### config.mk
export PLATFORM = sky130hd
export DESIGN_NAME = xfer_steer
export DESIGN_NICKNAME = d
export VERILOG_FILES = /design/src/rtl/xfer_steer_pkg.sv /design/src/rtl/xfer_classify.sv /design/src/rtl/xfer_queue.sv /design/src/rtl/xfer_delay.sv /design/src/rtl/xfer_steer.sv
export SDC_FILE = /design/constraint.sdc
export NUM_CORES = 1
export LEC_CHECK = 0
export BUFFER_PORTS_ARGS = -buffer_cell sky130_fd_sc_hd__buf_4
export CORE_MARGIN = 5
export CORE_UTILIZATION = 35
export DETAILED_ROUTE_END_ITERATION = 6
export GPL_TIMING_DRIVEN = 0
export SLEW_MARGIN = 5
export SYNTH_ARGS = -nofsm -noshare
export SYNTH_HDL_FRONTEND = slang
export SYNTH_SLANG_ARGS = --single-unit
### constraint.sdc
create_clock -name clk -period 10.8 [get_ports clk]
set_input_delay 2.16 -clock clk [delete_from_list [all_inputs] [get_ports clk]]
set_output_delay 2.16 -clock clk [all_outputs]
set_load 0.05 [all_outputs]
### src/rtl/xfer_steer_pkg.sv
package xfer_steer_pkg;
  localparam int CLS_W     = 3;
  localparam int NUM_LINKS = 2;

  typedef enum logic [CLS_W-1:0] {
    XC_STORE     = 3'd0,
    XC_LOAD      = 3'd1,
    XC_REG_READY = 3'd2,
    XC_REG_BYP   = 3'd3,
    XC_ADDR      = 3'd4
  } xfer_cls_e;

  typedef enum logic {
    LINK_FAST = 1'b0,
    LINK_SLOW = 1'b1
  } link_e;
endpackage

### src/rtl/xfer_classify.sv
module xfer_classify
  import xfer_steer_pkg::*;
(
  input  logic [CLS_W-1:0] cls,
  input  logic             crit,
  input  logic             conf,
  output link_e            link
);
  always_comb begin
    case (cls)
      XC_STORE:     link = LINK_SLOW;
      XC_LOAD:      link = LINK_FAST;
      XC_REG_READY: link = LINK_SLOW;
      XC_REG_BYP:   link = crit ? LINK_FAST : LINK_SLOW;
      XC_ADDR:      link = conf ? LINK_SLOW : LINK_FAST;
      default:      link = LINK_FAST;
    endcase
  end
endmodule

### src/rtl/xfer_queue.sv
module xfer_queue #(
  parameter int DW    = 16,
  parameter int DEPTH = 4,
  parameter int NW    = 2,
  localparam int AW   = (DEPTH > 1) ? $clog2(DEPTH) : 1,
  localparam int CW   = $clog2(DEPTH + 1)
) (
  input  logic                   clk,
  input  logic                   rst_n,
  input  logic [NW-1:0]          wr_en,
  input  logic [NW-1:0][DW-1:0]  wr_data,
  output logic                   head_valid,
  output logic [DW-1:0]          head_data,
  output logic [CW-1:0]          count
);
  logic [DW-1:0] mem [DEPTH];
  logic [AW-1:0] rd_ptr, wr_ptr;
  logic [AW-1:0] wr_idx [NW];
  int            push_cnt;
  logic          pop;

  always_comb begin
    int run;
    run = 0;
    for (int i = 0; i < NW; i++) begin
      wr_idx[i] = AW'((int'(wr_ptr) + run) % DEPTH);
      if (wr_en[i]) run = run + 1;
    end
    push_cnt = run;
  end

  assign pop        = (count != '0);
  assign head_valid = pop;
  assign head_data  = mem[rd_ptr];

  always_ff @(posedge clk) begin
    for (int i = 0; i < NW; i++) begin
      if (wr_en[i]) mem[wr_idx[i]] <= wr_data[i];
    end
  end

  always_ff @(posedge clk or negedge rst_n) begin
    if (!rst_n) begin
      rd_ptr <= '0;
      wr_ptr <= '0;
      count  <= '0;
    end else begin
      if (pop) rd_ptr <= (int'(rd_ptr) == DEPTH - 1) ? '0 : rd_ptr + 1'b1;
      wr_ptr <= AW'((int'(wr_ptr) + push_cnt) % DEPTH);
      count  <= CW'(int'(count) - (pop ? 1 : 0) + push_cnt);
    end
  end

  // admission upstream never pushes more than the free slots
  p_no_overflow_r8: assert property (@(posedge clk) disable iff (!rst_n)
    (int'(count) + push_cnt) <= DEPTH);
endmodule

### src/rtl/xfer_delay.sv
module xfer_delay #(
  parameter int DW     = 16,
  parameter int STAGES = 3
) (
  input  logic          clk,
  input  logic          rst_n,
  input  logic          in_valid,
  input  logic [DW-1:0] in_data,
  output logic          out_valid,
  output logic [DW-1:0] out_data
);
  logic          v [STAGES];
  logic [DW-1:0] d [STAGES];

  always_ff @(posedge clk or negedge rst_n) begin
    if (!rst_n) begin
      for (int k = 0; k < STAGES; k++) v[k] <= 1'b0;
    end else begin
      v[0] <= in_valid;
      for (int k = 1; k < STAGES; k++) v[k] <= v[k-1];
    end
  end

  always_ff @(posedge clk) begin
    d[0] <= in_data;
    for (int k = 1; k < STAGES; k++) d[k] <= d[k-1];
  end

  assign out_valid = v[STAGES-1];
  assign out_data  = d[STAGES-1];
endmodule

### src/rtl/xfer_steer.sv
module xfer_steer
  import xfer_steer_pkg::*;
#(
  parameter int DW       = 16,
  parameter int NIN      = 2,
  parameter int DEPTH    = 4,
  parameter int FAST_LAT = 4,
  localparam int SLOW_LAT = 2 * FAST_LAT,
  localparam int FAST_ST  = FAST_LAT - 1,
  localparam int SLOW_ST  = SLOW_LAT - 1,
  localparam int CW       = $clog2(DEPTH + 1)
) (
  input  logic                        clk,
  input  logic                        rst_n,
  input  logic [NIN-1:0]              in_valid,
  output logic [NIN-1:0]              in_ready,
  input  logic [NIN-1:0][CLS_W-1:0]   in_class,
  input  logic [NIN-1:0]              in_crit,
  input  logic [NIN-1:0]              in_conf,
  input  logic [NIN-1:0][DW-1:0]      in_data,
  output logic                        fast_valid,
  output logic [DW-1:0]               fast_data,
  output logic                        slow_valid,
  output logic [DW-1:0]               slow_data
);
  link_e          lane_link [NIN];
  logic [NIN-1:0] accept;
  logic [NIN-1:0] wr_en   [NUM_LINKS];
  logic [CW-1:0]  q_count [NUM_LINKS];
  int             q_free  [NUM_LINKS];
  logic           hd_v    [NUM_LINKS];
  logic [DW-1:0]  hd_d    [NUM_LINKS];
  logic           lk_v    [NUM_LINKS];
  logic [DW-1:0]  lk_d    [NUM_LINKS];

  for (genvar i = 0; i < NIN; i++) begin : g_lane
    xfer_classify u_cls (
      .cls  (in_class[i]),
      .crit (in_crit[i]),
      .conf (in_conf[i]),
      .link (lane_link[i])
    );
  end

  // admission: each lane claims a slot after the lower lanes bound for the same link
  always_comb begin
    for (int i = 0; i < NIN; i++) begin
      int need;
      need = 1;
      for (int j = 0; j < i; j++) begin
        if (in_valid[j] && (lane_link[j] == lane_link[i])) need = need + 1;
      end
      in_ready[i] = (need <= q_free[int'(lane_link[i])]);
    end
  end

  assign accept = in_valid & in_ready;

  for (genvar l = 0; l < NUM_LINKS; l++) begin : g_link
    localparam int ST = (l == 0) ? FAST_ST : SLOW_ST;

    always_comb begin
      for (int i = 0; i < NIN; i++) begin
        wr_en[l][i] = accept[i] && (int'(lane_link[i]) == l);
      end
    end

    assign q_free[l] = DEPTH - int'(q_count[l]);

    xfer_queue #(.DW(DW), .DEPTH(DEPTH), .NW(NIN)) u_q (
      .clk        (clk),
      .rst_n      (rst_n),
      .wr_en      (wr_en[l]),
      .wr_data    (in_data),
      .head_valid (hd_v[l]),
      .head_data  (hd_d[l]),
      .count      (q_count[l])
    );

    xfer_delay #(.DW(DW), .STAGES(ST)) u_dl (
      .clk       (clk),
      .rst_n     (rst_n),
      .in_valid  (hd_v[l]),
      .in_data   (hd_d[l]),
      .out_valid (lk_v[l]),
      .out_data  (lk_d[l])
    );
  end

  assign fast_valid = lk_v[0];
  assign fast_data  = lk_d[0];
  assign slow_valid = lk_v[1];
  assign slow_data  = lk_d[1];

  for (genvar i = 0; i < NIN; i++) begin : g_chk
    // an accepted store is written into the slow queue
    p_store_slow_r1: assert property (@(posedge clk) disable iff (!rst_n)
      (accept[i] && in_class[i] == XC_STORE) |-> wr_en[1][i]);
    // an accepted load is written into the fast queue
    p_load_fast_r2: assert property (@(posedge clk) disable iff (!rst_n)
      (accept[i] && in_class[i] == XC_LOAD) |-> wr_en[0][i]);
    if (i > 0) begin : g_ord
      // a higher lane never overtakes a waiting lower lane on the same link
      p_lane_order_r7: assert property (@(posedge clk) disable iff (!rst_n)
        (in_valid[i-1] && lane_link[i-1] == lane_link[i] && in_ready[i]) |-> in_ready[i-1]);
    end
  end
endmodule

==> results of run 1 <==
-- sequential cells by signal, indices dropped and copies added, names as in the netlist --
register,cells
g_link.u_q.count,6
g_link.u_q.mem,128
g_link.u_dl.v,8
g_link.u_q.rd_ptr,4
g_link.u_q.wr_ptr,4
g_link.u_dl.out_valid,2
g_link.u_dl.d,160
-- metrics by stage --
| stage | hold WS (ps) | cells | utilization (%) |
|---|---|---|---|
| global placement | 310 | 1105 | 38.8 |
| global route | 327 | 1175 | 42.7 |
| finish | 318 | 1175 | 42.7 |
| detailed placement | 312 | 1113 | 39.3 |
| CTS | 314 | 1175 | 42.7 |
| floorplan | 310 | 622 | - |
-- worst register-to-register path: stages (launching register included) --
cell and delay, ps:
dfrtp_1 360, inv_1 80, ha_1 200, ha_1 290, a21boi_0 250, nand3b_1 310
inv_1 160, ha_1 210, xor2_1 300, nand2_1 110, nor2_2 460, buf_4 330
o21bai_2 320, buf_8 240
-- routing by layer --
metal  part of all wire, %  global-route usage [%]
met2                    48                    19.6
met1                    45                    15.7
met3                   4.8                    2.48
met5                     0                       0
met4                   2.4                    3.75
-- path summary, 6_finish.rpt --
kind | slack (ps) | startpoint | cells past startpoint | end
min reg2reg | 320 | g_link[1].u_dl.d[2][5] | 0 | g_link[1].u_dl.d[3][5]
max reg2reg | 6870 | g_link[1].u_q.count[0] | 13 | g_link[1].u_q.mem[3][13]
max | 4240 | in_crit[1] | 12 | in_ready[1]
max in group asynchronous | 9000 | rst_n | 1 | g_link[0].u_q.count[1]
min in group asynchronous | 1550 | rst_n | 1 | g_link[1].u_q.count[1]
min | 320 | g_link[1].u_dl.d[2][5] | 0 | g_link[1].u_dl.d[3][5]
-- cell usage after synthesis (all sizes together) (6+ instances only) --
cell type  number
inv            20
buf            28
dfrtp          24
nor2            7
edfxtp        128
o21ai           7
nand2           9
nand2b          6
dfxtp         160
xnor2          10
mux4           32
mux2          131
ha             20
-- power by group --
| group | switching (W) | internal [W] | leakage, nW |
|---|---|---|---|
| Combinational | 0.000736 | 0.000528 | 1.96 |
| Sequential | 0.000116 | 0.00173 | 2.77 |
| Clock | 0.000443 | 0.000630 | 0.514 |
-- kinds of logic after synthesis --
kind of cell / after synthesis / synth area share (%)
flops: 312 / 68.9
mux: 164 / 20.8
buf+inv: 53 / 2.74
simple gates: 37 / 2.59
compound gates: 22 / 1.44
fa+ha+maj: 22 / 2.61
xor+xnor: 12 / 0.947
-- layout make-up --
cell class              count  area share, %
flip-flops and latches    312           57.0
multi-input cells         257           23.8
well taps                 402           3.75
clock buffers              52           7.29
repair buffers             89           5.42
plain buffers              33           1.71
inverters                  20          0.559
clock inverters            10          0.550
==> key figures, run 1 <==
Status
  – Status: completed

Critical path
  – Crit path launch type: primary input
  – Crit Path Category: primary input to output pin
  – CP max-delay cell: ha_1
  – Largest delay contributor family on the critical path: simple AND/OR/NAND/NOR gates
  – CP Max Fanout: 6
  – Data arrival time of the critical path: 4400 ps
  – Crit path top cell by count: buf_4
  – Worst EP required: 8640 ps
  – Largest stage delay on the critical path: roughly 300 ps
  – CP bufs+invs: 2
  – Critical path cell sequence: buf_4, nand2b_1, a21oi_2, nor2_1, xnor2_1, and2_1, ha_1, nor2b_4, o211ai_1, nand2_1, o21ai_0, buf_4
  – Critical path endpoint category: output pin

Yosys
  – Cell Area, Synth: 0.0111 mm^2
  – Post-synth EDFFs: approximately 130
  – Yosys cell types: 45
  – Share of the synthesized area in the top cell type: between 30% and 40%
  – Synth area leaders: edfxtp_1 35%, dfxtp_1 29%, mux2_2 11%
  – Syn avg cell area: between 15 and 20 um^2
  – Sequential area share after synthesis: 68.9%
  – Seq cells post-synth: ~310
  – Main synth FF type: dfxtp_1
  – Synth Net Count: 690
  – Yosys Warn Count: 0
  – Ys async rst share: 7.69%
  – Post-Syn Instances: 622
  – Largest area contributor in the netlist: edfxtp_1

Timing
  – RSZ-0062 raised after global routing: false
  – Ratio of final minimum period to clock period: 60.7%
  – Setup violators final: 0
  – Slew HR: a little over a third
  – Worst-margin pin slew: 975 ps
  – Setup TNS: 0 ps
  – Final hold viol count: 0
  – Top achievable clock speed: about 150 MHz
  – Pins Over Slew Limit: 0
  – Post-route minimum period: 6560 ps
  – Final WS setup: roughly 4200 ps
  – Clk_skew: roughly 16 ps

Clock network
  – Clk_lat worst skew: 500 ps
  – CTS H-tree lvls: 2
  – Max Buffers Root-to-Sink: 3
  – CTS tree: yes
  – Clk slew on worst S/H paths: 50 ps
  – CTS root buffer: clkbuf_16
  – CTS Sinks: 312
  – Total CTS buffers: 34
  – Postcts setup bufs: 0
  – CTS resizes: 0
  – Cts hold-fix bufs: 0

Finish
  – Layout cells sized above 1: 45.5%
  – Cell area after layout: 0.0134 mm^2
  – Antenna fix cells: 0
  – Layout fillers: 2792
  – Area of the multi-input gates: approximately 0.0032 mm^2
  – FF/Latch Area: around 0.0076 mm^2
  – Layout Nets: 815
  – Layout overhead on the synthesized area: 20.9%
  – Most frequent cells in the layout: 160 x dfxtp_1, 128 x edfxtp_1, 104 x mux2_2
  – Most common cell after layout, fill and taps aside: dfxtp_1

Route
  – Final Routed Wirelength: 20800 um
  – Antenna Violating Nets Remaining: 0
  – Vias: 5321
  – Vias/cell: 4.53
  – Residual DRC: 0
  – Pre-antenna DRT Iters: 4
  – DR WL/cell: 17.7 um
  – Detailed Route Iter0 Violations: 246

Worst hold path
  – Min-Delay Path Class: register to register

Pwr
  – Overall power: 0.00418 W
  – Pwr/cell area: 311 mW/mm^2
  – Max VDD drop: between 0.1 and 0.15 mV
  – Leakage: between 5 and 6 nW

Flow run
  – Max-Cap Viols: 0

Placed design
  – Post-DP HPWL: 13200 um
  – Post-Place Worst Slack: 4290 ps
  – GP Congestion: about 0.72
  – Port bufs: 81
  – Placement Cell Area: 0.0124 mm^2

Die
  – Die Y-Extent: around 190 um
  – Chip width: ~190 um
  – FP Rows: 65
  – Die ar.: around 0.035 mm^2
  – Starting Density: between 30% and 40%
  – Core area: approximately 0.031 mm^2
  – # IOs: 82

GRT
  – GRT overflow: 0
  – Number of global-route vias before repair: approximately 5700
  – Largest net degree at the start of global routing: 25
  – GRT Total Usage: 11.9%
  – First-pass GRT wire length: 32700 um
  – Initial antenna violation count: 0
Note: power is estimated with default switching activity, not from simulation.
==> run 2, diff against run 1 <==
--- a/config.mk
+++ b/config.mk
@@ -5,6 +5,7 @@
 export SDC_FILE = /design/constraint.sdc
 export NUM_CORES = 1
 export LEC_CHECK = 0
+export ABC_AREA = 1
 export BUFFER_PORTS_ARGS = -buffer_cell sky130_fd_sc_hd__buf_4
 export CORE_MARGIN = 5
 export CORE_UTILIZATION = 35
==> constraint.sdc (replaced) <==
create_clock -name clk -period 5.3 [get_ports clk]
set_input_delay 1.06 -clock clk [delete_from_list [all_inputs] [get_ports clk]]
set_output_delay 1.06 -clock clk [all_outputs]
set_load 0.05 [all_outputs]
==> run 2 against run 1 <==
Compared with the run above:
- final cell count up 47%
- worst setup slack worse by 2800 ps
- core utilization down 0.94 points
- register-to-register slack worse by 5200 ps
- clock-buffer cell count down 4
- clock power up 120%
- combinational power rose to 3.0 times the previous value
- clock skew up 6.0 ps
- synthesized cell count up 80%
- flip-flop and latch count unchanged
- first-iteration DRC count rose to 3.1 times the previous value
- via count up 60%
- largest cell class unchanged
- largest power group is now combinational cells
- highest routed layer is now met5
==> key figures, run 2 <==
Die
  – Die ar.: 0.0405 mm^2
  – # IOs: 82
  – Core area: roughly 0.036 mm^2
  – FP Rows: 70
  – Die Y-Extent: 201 um
  – Starting Density: 35.2%
  – Chip width: 201 um

Clock network
  – Max Buffers Root-to-Sink: 3
  – CTS resizes: 0
  – CTS H-tree lvls: 2
  – Clk slew on worst S/H paths: 60 ps
  – Postcts setup bufs: 0
  – Cts hold-fix bufs: 0
  – Clk_lat worst skew: 540 ps
  – Total CTS buffers: 35
  – CTS Sinks: 312
  – CTS tree: yes
  – CTS root buffer: clkbuf_16

Route
  – Metal-1 WL: 13900 um
  – Pre-antenna DRT Iters: 5
  – Vias: about 8500
  – Met3 routed WL: approximately 2500 um
  – WL met2: 14600 um
  – Residual DRC: 0
  – Detailed Route Iter0 Violations: 759
  – Final Routed Wirelength: 31900 um
  – Antenna Violating Nets Remaining: 0
  – Vias/cell: 4.95
  – DR WL/cell: 18.5 um
  – Max layer used: met5

Yosys
  – Main synth FF type: dfxtp_1
  – Largest family of logic cells by synthesized area: simple AND/OR/NAND/NOR gates
  – Share of the synthesized area in the top cell type: 30.0%
  – Most frequent cell after synthesis: dfxtp_1
  – Synth area leaders: edfxtp_1 30%, dfxtp_1 25%, dfrtp_1 4.7%
  – Yosys cell types: 37
  – Cell Area, Synth: 0.0128 mm^2
  – Mux contribution to synthesized area: 0.0782%
  – Sequential area share after synthesis: 59.7%
  – Seq cells post-synth: approximately 310
  – Synth Area in Simple Gates: approximately 16%
  – Post-Syn Instances: 1119
  – Synth Net Count: 1187
  – Yosys Warn Count: 0
  – Syn avg cell area: 11.4 um^2
  – Post-synth EDFFs: 128
  – Adder-Cell Fraction of Synth Area: 2.27%
  – Largest area contributor in the netlist: edfxtp_1
  – Synth Area in XOR/XNOR: 0.547%
  – Post-synth top cells: 160 x dfxtp_1, 146 x nand2_1, 128 x edfxtp_1
  – Complex-gate fraction of the synthesized area: 13.8%
  – Ys async rst share: 7.69%

Pwr
  – Part of the power in registers: 38.0%
  – Clk pwr share: 23.6%
  – Max VDD drop: 0.255 mV
  – Pint: 0.00599 W
  – Sw Ratio: 39.4%
  – Gate power share: 38.4%
  – Overall power: 0.00988 W
  – Leakage: 5.97 nW
  – Pwr/cell area: 652 mW/mm^2
  – NetSw: 0.00390 W

Timing
  – Worst-margin pin slew: 753 ps
  – Slew HR: 49.8%
  – Top achievable clock speed: between 200 and 300 MHz
  – Final hold viol count: 0
  – Post-route minimum period: 3900 ps
  – Setup violators final: 0
  – RSZ-0062 raised after global routing: false
  – Clk_skew: 21.7 ps
  – Ratio of final minimum period to clock period: 73.5%
  – Setup TNS: 0 ps
  – Pins Over Slew Limit: 0

Critical path
  – Data arrival time of the critical path: around 2800 ps
  – Worst reg2reg endpoint: g_link[0].u_q.mem[0][8]
  – Flop-to-flop setup slack: 1660 ps
  – Critical path endpoint category: output pin
  – Worst EP required: 4240 ps
  – Reg-to-reg critical path startpoint: g_link[0].u_q.count[0]
  – CP Max Fanout: 4
  – Depth of the most critical reg-to-reg path: 12
  – Crit Path Category: primary input to output pin
  – Crit path launch type: primary input

Worst hold path
  – Hold Path Cell Cnt: 0
  – Worst hold path startpoint: g_link[1].u_dl.d[4][2]
  – Hold EP: g_link[1].u_dl.d[5][2]
  – Min-Delay Path Class: register to register

Finish
  – Layout overhead on the synthesized area: 18.4%
  – Max reg flops: 160
  – Layout Nets: 1297
  – Antenna fix cells: 0
  – Area of the multi-input gates: about 0.0043 mm^2
  – Most common cell after layout, fill and taps aside: dfxtp_1
  – Layout fillers: 3418
  – FF/Latch Area: approximately 0.0076 mm^2
  – Largest Register: g_link.u_dl.d
  – Most frequent cells in the layout: 160 x dfxtp_1, 146 x nand2_1, 128 x edfxtp_1
  – Layout cells sized above 1: 27.1%

GRT
  – GRT Total Usage: 15.7%
  – First-pass GRT wire length: 50100 um
  – Initial antenna violation count: 3
  – GRT overflow: 0
  – Number of global-route vias before repair: ~8800
  – Largest net degree at the start of global routing: 25

Placed design
  – GP Congestion: 0.873
  – Port bufs: 65
  – Post-DP HPWL: 22300 um

Flow run
  – Max-Cap Viols: 0

Status
  – Status: completed
[run 2: cell types whose count changed after synthesis, moves of 29 or more]
cell,previous run,this run
o21bai_2,0,49
o22ai_1,0,36
o21bai_1,4,79
mux2_2,104,0
nand3_1,2,86
inv_1,20,49
nand3_2,0,50
nand2_1,8,146
mux4_2,32,0
o21ai_0,5,71
nor2_1,5,71
[run 2: layer usage]
layer  track usage [%]  vias to the layer above
li1                  -                     4062
met1              21.1                     4073
met2              24.8                      310
met5                 0                        -
met3              3.93                       80
met4              5.44                        6
[run 2: metrics by stage]
| step | instances | setup slack [ps] | utilization (%) | instance area [um^2] | hold WS [ps] |
|---|---|---|---|---|---|
| 6_report | 1724 | 1400 | 41.7 | 15200 | 309 |
| 3_5_place_dp | 1660 | 897 | 38.6 | 14000 | 312 |
| 4_1_cts | 1724 | 1390 | 41.7 | 15200 | 309 |
| 5_1_grt | 1724 | 1080 | 41.7 | 15200 | 315 |
| 3_3_place_gp | 1652 | 382 | 38.2 | 13900 | 310 |
| 2_1_floorplan | 1119 | 1350 | - | 12800 | 310 |
[run 2: worst max path at each step]
stage / startpoint / end / slack [ps] / cells after the start
floorplan: in_crit[1] / g_link[1].u_q.count[2] / 1350 / 20
global placement: in_class[1] / g_link[0].u_q.mem[0][9] / 380 / 11
detailed placement: in_class[1] / g_link[1].u_q.count[2] / 900 / 21
CTS: in_class[1] / in_ready[1] / 1390 / 15
global route: in_class[1] / g_link[1].u_q.count[2] / 1080 / 21
finish: in_class[1] / in_ready[1] / 1400 / 15
[run 2: power by group through the flow]
stage | combinational, W | sequential [W] | clock (W)
finish | 0.00379 | 0.00375 | 0.00233
global route | 0.00410 | 0.00386 | 0.00250
CTS | 0.00379 | 0.00377 | 0.00240
detailed placement | 0.00377 | 0.00381 | 0
global placement | 0.00363 | 0.00380 | 0
floorplan | 0.00245 | 0.00397 | 0
[run 2: cells by family after synthesis]
| family | Yosys count |
|---|---|
| mux | 1 |
| flops | 312 |
| fa+ha+maj | 22 |
| buf+inv | 155 |
| xor+xnor | 8 |
| simple gates | 378 |
| compound gates | 243 |
[run 2: area by class of cell]
type	instances	area share, %
inverter	63	1.63
tap	468	3.86
sequential	312	50.4
clock buffer	48	6.58
multi-input combinational	652	28.1
clock inverter	16	0.842
buffer	92	4.59
timing repair buffer	73	3.99
[run 2: critical path, stage by stage]
cell and delay, ps:
buf_4 80, inv_1 40, o21ai_0 130, nand2_1 90, inv_1 100, o21ai_0 80, a21oi_1 210, ha_1 280
nand2_1 70, inv_1 40, nor2_1 180, nand3_4 150, nand2_1 100, inv_1 40, buf_4 180
